## src/rtl/bma_pkg.sv

```systemverilog
package bma_pkg;
  typedef enum logic [1:0] {
    SQ_IDLE = 2'd0,
    SQ_WAIT = 2'd1,
    SQ_ADDR = 2'd2,
    SQ_DATA = 2'd3
  } sq_state_t;
endpackage

```

## src/rtl/bma_launch_reg.sv

```systemverilog
module bma_launch_reg #(
  parameter int LO_W  = 16,
  parameter int CBE_W = 4,
  localparam int LW_W = 2 * CBE_W + LO_W
) (
  input  logic            clk,
  input  logic            rst,
  input  logic            master_en,
  input  logic            we,
  input  logic [LW_W-1:0] wdata,
  input  logic            txn_end,
  output logic [LW_W-1:0] q,
  output logic            rdy,
  output logic            launch
);
  logic accept;
  assign accept = we && rdy;
  assign launch = accept && master_en;

  always_ff @(posedge clk) begin
    if (rst) begin
      q   <= '0;
      rdy <= 1'b1;
    end else begin
      if (accept) q <= wdata;
      if (txn_end)     rdy <= 1'b1;
      else if (launch) rdy <= 1'b0;
    end
  end

  AST_WR_IGNORED: assert property (@(posedge clk) disable iff (rst)
    (we && !rdy) |=> $stable(q));
  AST_RDY_CLEARS: assert property (@(posedge clk) disable iff (rst)
    (we && rdy && master_en) |=> !rdy);
  AST_NO_EN_KEEPS_RDY: assert property (@(posedge clk) disable iff (rst)
    (we && rdy && !master_en && !txn_end) |=> rdy);
endmodule

```

## src/rtl/bma_req_gate.sv

```systemverilog
module bma_req_gate (
  input  logic is_write,
  input  logic ob_empty,
  input  logic ib_full,
  output logic can_go
);
  always_comb begin
    if (is_write) can_go = !ob_empty;
    else          can_go = !ib_full;
  end
endmodule

```

## src/rtl/bma_bus_seq.sv

```systemverilog
module bma_bus_seq
  import bma_pkg::*;
#(
  parameter int HI_W  = 16,
  parameter int LO_W  = 16,
  parameter int CBE_W = 4,
  localparam int AD_W = HI_W + LO_W
) (
  input  logic             clk,
  input  logic             rst,
  input  logic             launch,
  input  logic             can_go,
  input  logic [HI_W-1:0]  hi_addr,
  input  logic [LO_W-1:0]  lo_addr,
  input  logic [CBE_W-1:0] cmd,
  input  logic [CBE_W-1:0] be,
  input  logic             bus_gnt,
  input  logic             xfer_done,
  output logic             bus_req,
  output logic [AD_W-1:0]  ad_out,
  output logic             ad_oe,
  output logic [CBE_W-1:0] cbe_out,
  output logic             cbe_oe,
  output logic             txn_end
);
  sq_state_t state;

  assign txn_end = (state == SQ_DATA) && xfer_done;

  always_ff @(posedge clk) begin
    if (rst) begin
      state   <= SQ_IDLE;
      bus_req <= 1'b0;
      ad_out  <= '0;
      ad_oe   <= 1'b0;
      cbe_out <= '0;
      cbe_oe  <= 1'b0;
    end else begin
      case (state)
        SQ_IDLE: begin
          if (launch) state <= SQ_WAIT;
        end
        SQ_WAIT: begin
          if (bus_req && bus_gnt) begin
            state   <= SQ_ADDR;
            bus_req <= 1'b0;
            ad_out  <= {hi_addr, lo_addr};
            ad_oe   <= 1'b1;
            cbe_out <= cmd;
            cbe_oe  <= 1'b1;
          end else begin
            bus_req <= bus_req | can_go;
          end
        end
        SQ_ADDR: begin
          state   <= SQ_DATA;
          ad_oe   <= 1'b0;
          cbe_out <= be;
        end
        default: begin
          if (xfer_done) begin
            state   <= SQ_IDLE;
            cbe_oe  <= 1'b0;
            cbe_out <= '0;
          end
        end
      endcase
    end
  end

  AST_REQ_HELD: assert property (@(posedge clk) disable iff (rst)
    (bus_req && !bus_gnt) |=> bus_req);
  AST_GNT_TO_ADDR: assert property (@(posedge clk) disable iff (rst)
    (bus_req && bus_gnt) |=> (ad_oe && cbe_oe && !bus_req));
  AST_ADDR_ONE_CYCLE: assert property (@(posedge clk) disable iff (rst)
    ad_oe |=> (!ad_oe && cbe_oe));
  AST_AD_NEEDS_CBE: assert property (@(posedge clk) disable iff (rst)
    ad_oe |-> cbe_oe);
  AST_NO_REQ_WHILE_DRIVING: assert property (@(posedge clk) disable iff (rst)
    cbe_oe |-> !bus_req);
endmodule

```

## src/rtl/bma_launcher.sv

```systemverilog
module bma_launcher #(
  parameter int HI_W  = 16,
  parameter int LO_W  = 16,
  parameter int CBE_W = 4,
  localparam int LW_W = 2 * CBE_W + LO_W,
  localparam int AD_W = HI_W + LO_W
) (
  input  logic             clk,
  input  logic             rst,
  input  logic             master_en,
  input  logic [HI_W-1:0]  hi_addr,
  input  logic             lw_we,
  input  logic [LW_W-1:0]  lw_wdata,
  output logic [LW_W-1:0]  lw_q,
  output logic             addr_rdy,
  input  logic             ob_empty,
  input  logic             ib_full,
  output logic             bus_req,
  input  logic             bus_gnt,
  input  logic             xfer_done,
  output logic [AD_W-1:0]  ad_out,
  output logic             ad_oe,
  output logic [CBE_W-1:0] cbe_out,
  output logic             cbe_oe
);
  localparam int CMD_LO = LO_W;
  localparam int BE_LO  = LO_W + CBE_W;

  logic             launch, can_go, txn_end;
  logic [CBE_W-1:0] cmd_f, be_f;
  logic [LO_W-1:0]  lo_f;

  assign lo_f  = lw_q[LO_W-1:0];
  assign cmd_f = lw_q[CMD_LO +: CBE_W];
  assign be_f  = lw_q[BE_LO +: CBE_W];

  bma_launch_reg #(.LO_W(LO_W), .CBE_W(CBE_W)) u_lreg (
    .clk(clk), .rst(rst), .master_en(master_en), .we(lw_we),
    .wdata(lw_wdata), .txn_end(txn_end), .q(lw_q), .rdy(addr_rdy),
    .launch(launch)
  );

  bma_req_gate u_gate (
    .is_write(cmd_f[0]), .ob_empty(ob_empty), .ib_full(ib_full),
    .can_go(can_go)
  );

  bma_bus_seq #(.HI_W(HI_W), .LO_W(LO_W), .CBE_W(CBE_W)) u_seq (
    .clk(clk), .rst(rst), .launch(launch), .can_go(can_go),
    .hi_addr(hi_addr), .lo_addr(lo_f), .cmd(cmd_f), .be(be_f),
    .bus_gnt(bus_gnt), .xfer_done(xfer_done), .bus_req(bus_req),
    .ad_out(ad_out), .ad_oe(ad_oe), .cbe_out(cbe_out), .cbe_oe(cbe_oe),
    .txn_end(txn_end)
  );

  AST_RDY_LOW_WHEN_BUSY: assert property (@(posedge clk) disable iff (rst)
    (bus_req || ad_oe) |-> !addr_rdy);
  AST_END_SETS_RDY: assert property (@(posedge clk) disable iff (rst)
    (cbe_oe && !ad_oe && xfer_done) |=> (addr_rdy && !cbe_oe));
endmodule

```

## config.mk

```make
export PLATFORM = sky130hd
export DESIGN_NAME = bma_launcher
export DESIGN_NICKNAME = d
export VERILOG_FILES = /design/src/rtl/bma_pkg.sv /design/src/rtl/bma_launch_reg.sv /design/src/rtl/bma_req_gate.sv /design/src/rtl/bma_bus_seq.sv /design/src/rtl/bma_launcher.sv
export SDC_FILE = /design/constraint.sdc
export NUM_CORES = 1
export LEC_CHECK = 0
export ABC_AREA = 1
export ABC_CLOCK_PERIOD_IN_PS = 1650
export BUFFER_PORTS_ARGS = -buffer_cell sky130_fd_sc_hd__buf_2
export CORE_MARGIN = 10
export CORE_UTILIZATION = 49
export CTS_BUF_LIST = sky130_fd_sc_hd__clkbuf_8 sky130_fd_sc_hd__clkbuf_16
export CTS_CLUSTER_DIAMETER = 30
export DETAILED_ROUTE_END_ITERATION = 16
export MAX_ROUTING_LAYER = met4
export PLACE_DENSITY = 0.89
export SKIP_LAST_GASP = 1
export SYNTH_ARGS = -nofsm -noshare
export SYNTH_HDL_FRONTEND = slang
export SYNTH_HIERARCHICAL = 1
export SYNTH_SLANG_ARGS = --single-unit
```

## constraint.sdc

```tcl
create_clock -name clk -period 1.65 [get_ports clk]
set_input_delay 0 -clock clk [delete_from_list [all_inputs] [get_ports clk]]
set_output_delay 0 -clock clk [all_outputs]
set_load 0.05 [all_outputs]
```

Word level (Yosys, flattened, before mapping)
Index checks and enable logic that the tools add are counted.
- logic and storage cells: 47
- register bits: 66
- input port bits: 48
- output and inout port bits: 64
- reduce and logical (&&, ||, !) cells: 18
- muxes and demuxes: 13
- eq/ne operators: 5
- bitwise operators: 3
- operator list (cell ; number):
    case mux 4 bit (3 select lines) ; 1
    AND reduction 3 bit ; 3
    two-way mux 4 bit ; 2
    two-way mux 2 bit ; 3
    case mux 2 bit (3 select lines) ; 1
    equality test 2 bit, second input constant ; 2
    logical AND 1 bit ; 4
    two-way mux 1 bit ; 4
    case mux 1 bit (2 select lines) ; 2
    AND reduction 2 bit ; 2
    nonzero test 2 bit ; 2
    nonzero test 4 bit ; 1
    OR reduction 2 bit ; 2
    nonzero test 3 bit ; 1
    equality test 2 x 1 -> 1 bit, second input constant ; 1
    logical NOT 1 bit ; 2
    logical NOT 2 bit ; 1
    != test 2 x 1 -> 1 bit, second input constant ; 1
    != test 2 bit, second input constant ; 1
    inverter 1 bit ; 2
    OR 1 bit ; 1

Longest topological paths before layout
- word-level depth: 4
- gate-level depth with buffers: 9
- gate-level depth less buffers: 8

Modules after synthesis
The synthesis kept the hierarchy.
- modules (own cells, without submodules) (module ; seq. area each (um^2) ; cells an instance ; area each (um^2) ; times used):
    bma_bus_seq ; 820.8 ; 229 ; 1923.1 ; 1
    bma_launch_reg ; 500.5 ; 159 ; 1107.3 ; 1
    bma_req_gate ; 0.0 ; 6 ; 22.5 ; 1

Worst setup path before layout
OpenSTA, ideal clock, no wires.
- kind: register to register
- from: register u_seq.bus_req
- to: register u_seq.cbe_out[0]
- library setup time: 0.064 ns
- stages on the path, launching flop included: 7
- buffers on the path: 0
- arrival: 1.331 ns
- data required time: 1.586 ns
- clock period less this slack: 1.396 ns
- path slack: 0.254 ns
- path through: dfxtp_1 > nand2_1 > nand2_2 > nand3_2 > inv_2 > nor2_1 > nor2_1
- longest elaborated chain between the ends: 3
- RTL lines (what ; line ; text):
    start: declaration ; bma_bus_seq.sv:19 ; output logic bus_req,
    start signal: assignment ; bma_bus_seq.sv:52 ; bus_req <= bus_req | can_go;
    logical AND 1 bit ; bma_bus_seq.sv:44 ; if (bus_req && bus_gnt) begin
    != test 2 x 1 -> 1 bit (no source line) ; -- ;
    AND reduction 3 bit (no source line) ; -- ;
    end signal: assignment ; bma_bus_seq.sv:49 ; cbe_out <= cmd;
    end: declaration ; bma_bus_seq.sv:22 ; output logic [CBE_W-1:0] cbe_out,
No other way between the ends.
A chain may end at the register's enable or synchronous reset.

Worst setup path in the final report
- from: register u_seq.state[0]
- to: register u_seq.state[1]
- longest elaborated chain between the ends: 3
- elaborated cells between the ends (all ways): 8
- classes of those cells: eq/ne: 4; mux: 1; reduce/logical: 3
- RTL lines (what ; line ; text):
    start: declaration ; bma_bus_seq.sv:26 ; sq_state_t state;
    start signal: assignment ; bma_bus_seq.sv:32 ; state <= SQ_IDLE;
    start signal: assignment ; bma_bus_seq.sv:41 ; if (launch) state <= SQ_WAIT;
    start signal: assignment ; bma_bus_seq.sv:45 ; state <= SQ_ADDR;
    equality test 2 x 1 -> 1 bit, or another cell as far along ; bma_bus_seq.sv:39 ; case (state)
    nonzero test 4 bit (no source line), or another cell as far along ; -- ;
    AND reduction 3 bit (no source line) ; -- ;
Several ways; a longest one is shown, not always the timed one.

==> flow_summary.toml <==
[status]
outcome = "finished clean"

[global_route]
grt_usage = 0.182
grt_pass1_vias = 3060
grt_remaining_overflow = 0
grt_pass1_wl_um = 14400
antenna_found_initial = 2
grt_start_max_net_pins = 34

[synthesis]
synth_cell_types = 25
avgSynthCellArea_sq_um = 7.75
yosysSeqAreaShare = 0.433
synth_area_leader_cell = "dfxtp_1"
yosysWarnings = 6
syn_area_sq_um = 3050
synth.area.top_cells = "dfxtp_1, nand2_1, a21oi_2"
syn-num-nets = 448
synth.top_cell.area_share = 0.433
synth_seq_cells = 66
synth_cells = 394

[floorplanning]
dieHeight_um = 98.9
core_area_sq_um = 5990
start_util = 0.510
ioPinCount = 112
core.rowCount = 28
die_w_um = 98.9
die_area_sq_um = 9790

[sta]
finClkSkew_ps = 10.4
setup_violations = 0
min_period_over_period = 0.880
timing.final.hold_violations = 0
tns_ps = 0
slew_headroom = 0.703
worstMarginPinSlew_ps = 445
maxSlewViolCount = 0
fmax_mhz = 689
whs_ps = 31.5
rsz0062_at_grt = "false"
fin_crit_ps = 1450

[drt]
wl_per_cell_um = 14.0
viasPerCell = 4.75
dr.pass1.iters = 6
drc = 0
ant_nets = 0
wl_um = 8830
drtIter0Drc = 112
vias = 2985

[flow_run]
maxCapViolations = 0

[setup_path]
cp.required_ps = 1870
crit_chain = "inv_1 > ha_1 > nor2_2 > nand2_1 > nand3_2 > and2_1 > nor2_1"
endpoint_kind = "flip-flop"
crit_fanout = 5
cp_slowest_cell = "dfxtp_1"
arrival_ps = 1680
worstSetupPathType = "flip-flop to flip-flop"
start_kind = "flip-flop"
critPathMaxStageDelay_ps = 410

[pwr]
power_mw = 5.04
p_int_mw = 3.18
powerDensity_nw_per_um2 = 1190
vdd_drop_max_uv = 1020
pwr-share-clk = 0.306
switching_power_mw = 1.87
swShare = 0.370
leakagePower_nw = 2.06
seq_power_share = 0.371
combPwrFrac = 0.323

[placed_design]
hpwl_um = 5880
gp_congestion = 0.893
port_buffers = 111
dp_cells = 570

[clocking]
cts_sinks = 66
cts-root-buf = "clkbuf_8"
cts_tree = "built"
cts_buffers = 9
clkSlewWorstSetupHoldPaths_ps = 80
clk_latency_ps = 330
clk_path_buf_depth = 2
htree_levels = 3

[finish]
final_cell_mix = "nand2_1, buf_2, dfxtp_1, nor2_1, dlygate4sd3_1"
final_nets = 601
layout-drive-gt1-share = 0.446
syn2layout_area_growth_pct = 39.1
final_cells = 629
utilization = 0.709
layout_commonest_cell = "nand2_1"

[worst_hold_path]
hp-class = "input pin to flip-flop"
==> layout make-up <==
type | instances | area (sq um)
multi-input cells | 270 | 1400
repair buffers | 160 | 1040
fillers | 452 | 1750
flip-flops and latches | 66 | 1320
well taps | 75 | 93.8
clock inverters | 5 | 77.6
diodes | 2 | 5.00
inverters | 40 | 155
clock buffers | 11 | 151
==> timing repair <==
action	CTS	global route
hold buffers	41	0
gates resized for setup	0	1
endpoints found under the setup margin	0	2
buffers inserted	0	0
hold endpoints to repair	41	0
==> cells by family after synthesis <==
group / after synthesis / synth area share
AOI/OAI and AO/OA: 39 / 0.0996
buffers and inverters: 58 / 0.109
and+or+nand+nor: 225 / 0.334
DFF: 66 / 0.433
adders and majority gates: 6 / 0.0246
==> critical path: cells and delay by family (launching register included) <==
kind / cells / cell delay (ps)
and+or+nand+nor: 5 / 550
DFF: 1 / 410
adders and majority gates: 1 / 270
buffers and inverters: 1 / 130
==> through the flow <==
step | setup slack (ps) | cell area [sq um]
finish | 199 | 4250
floorplan | 254 | 3050
CTS | 138 | 4240
global route | 61.7 | 4250
global placement | 274 | 3600
detailed placement | 162 | 3600
==> power groups by stage <==
| stage | clock, mW | combinational, mW | sequential [mW] |
|---|---|---|---|
| final | 1.54 | 1.63 | 1.87 |
| after floorplan | 0 | 0.686 | 2.39 |
| after global placement | 0 | 1.49 | 1.90 |
| after CTS | 1.58 | 1.61 | 1.87 |
| after detailed placement | 0 | 1.53 | 1.91 |
| after global routing | 1.65 | 1.78 | 1.89 |
==> flip-flops by register name (all words and copies together) (netlist names) <==
name,flops
u_lreg/q,24
u_lreg/rdy,1
u_seq/ad_oe,1
u_seq/ad_out,32
u_seq/bus_req,1
u_seq/cbe_oe,1
u_seq/cbe_out,4
u_seq/state,2
==> layer usage <==
| layer | part of all wire | wire length [um] | track usage | vias up |
|---|---|---|---|---|
| met5 | 0 | 0 | - | - |
| met4 | 0.025 | 220 | 0.0992 | 0 |
| met3 | 0.060 | 534 | 0.0405 | 26 |
| met2 | 0.51 | 4490 | 0.309 | 125 |
| met1 | 0.41 | 3590 | 0.193 | 1339 |
| li1 | - | - | - | 1495 |
==> final timing paths <==
kind,start,slack [ps],depth (start not counted),to
setup / recovery,u_seq/state[0],200,7,u_seq/state[1]
hold / removal,xfer_done,30,5,u_lreg/rdy
setup reg to reg,u_seq/state[0],200,7,u_seq/state[1]
hold reg to reg,u_seq/ad_out[0],470,2,u_seq/ad_out[0]
==> synthesized netlist by cell type (all sizes together) <==
| cell | count |
|---|---|
| buf | 15 |
| nor2 | 67 |
| a21oi | 38 |
| inv | 40 |
| dlymetal6s2s | 2 |
| o21ai | 1 |
| nand2 | 146 |
| and2 | 2 |
| dfxtp | 66 |
| clkbuf | 1 |
| nand3 | 8 |
| nand4 | 1 |
| ha | 6 |
| nor3 | 1 |
Power figures use the tool's default switching activity.
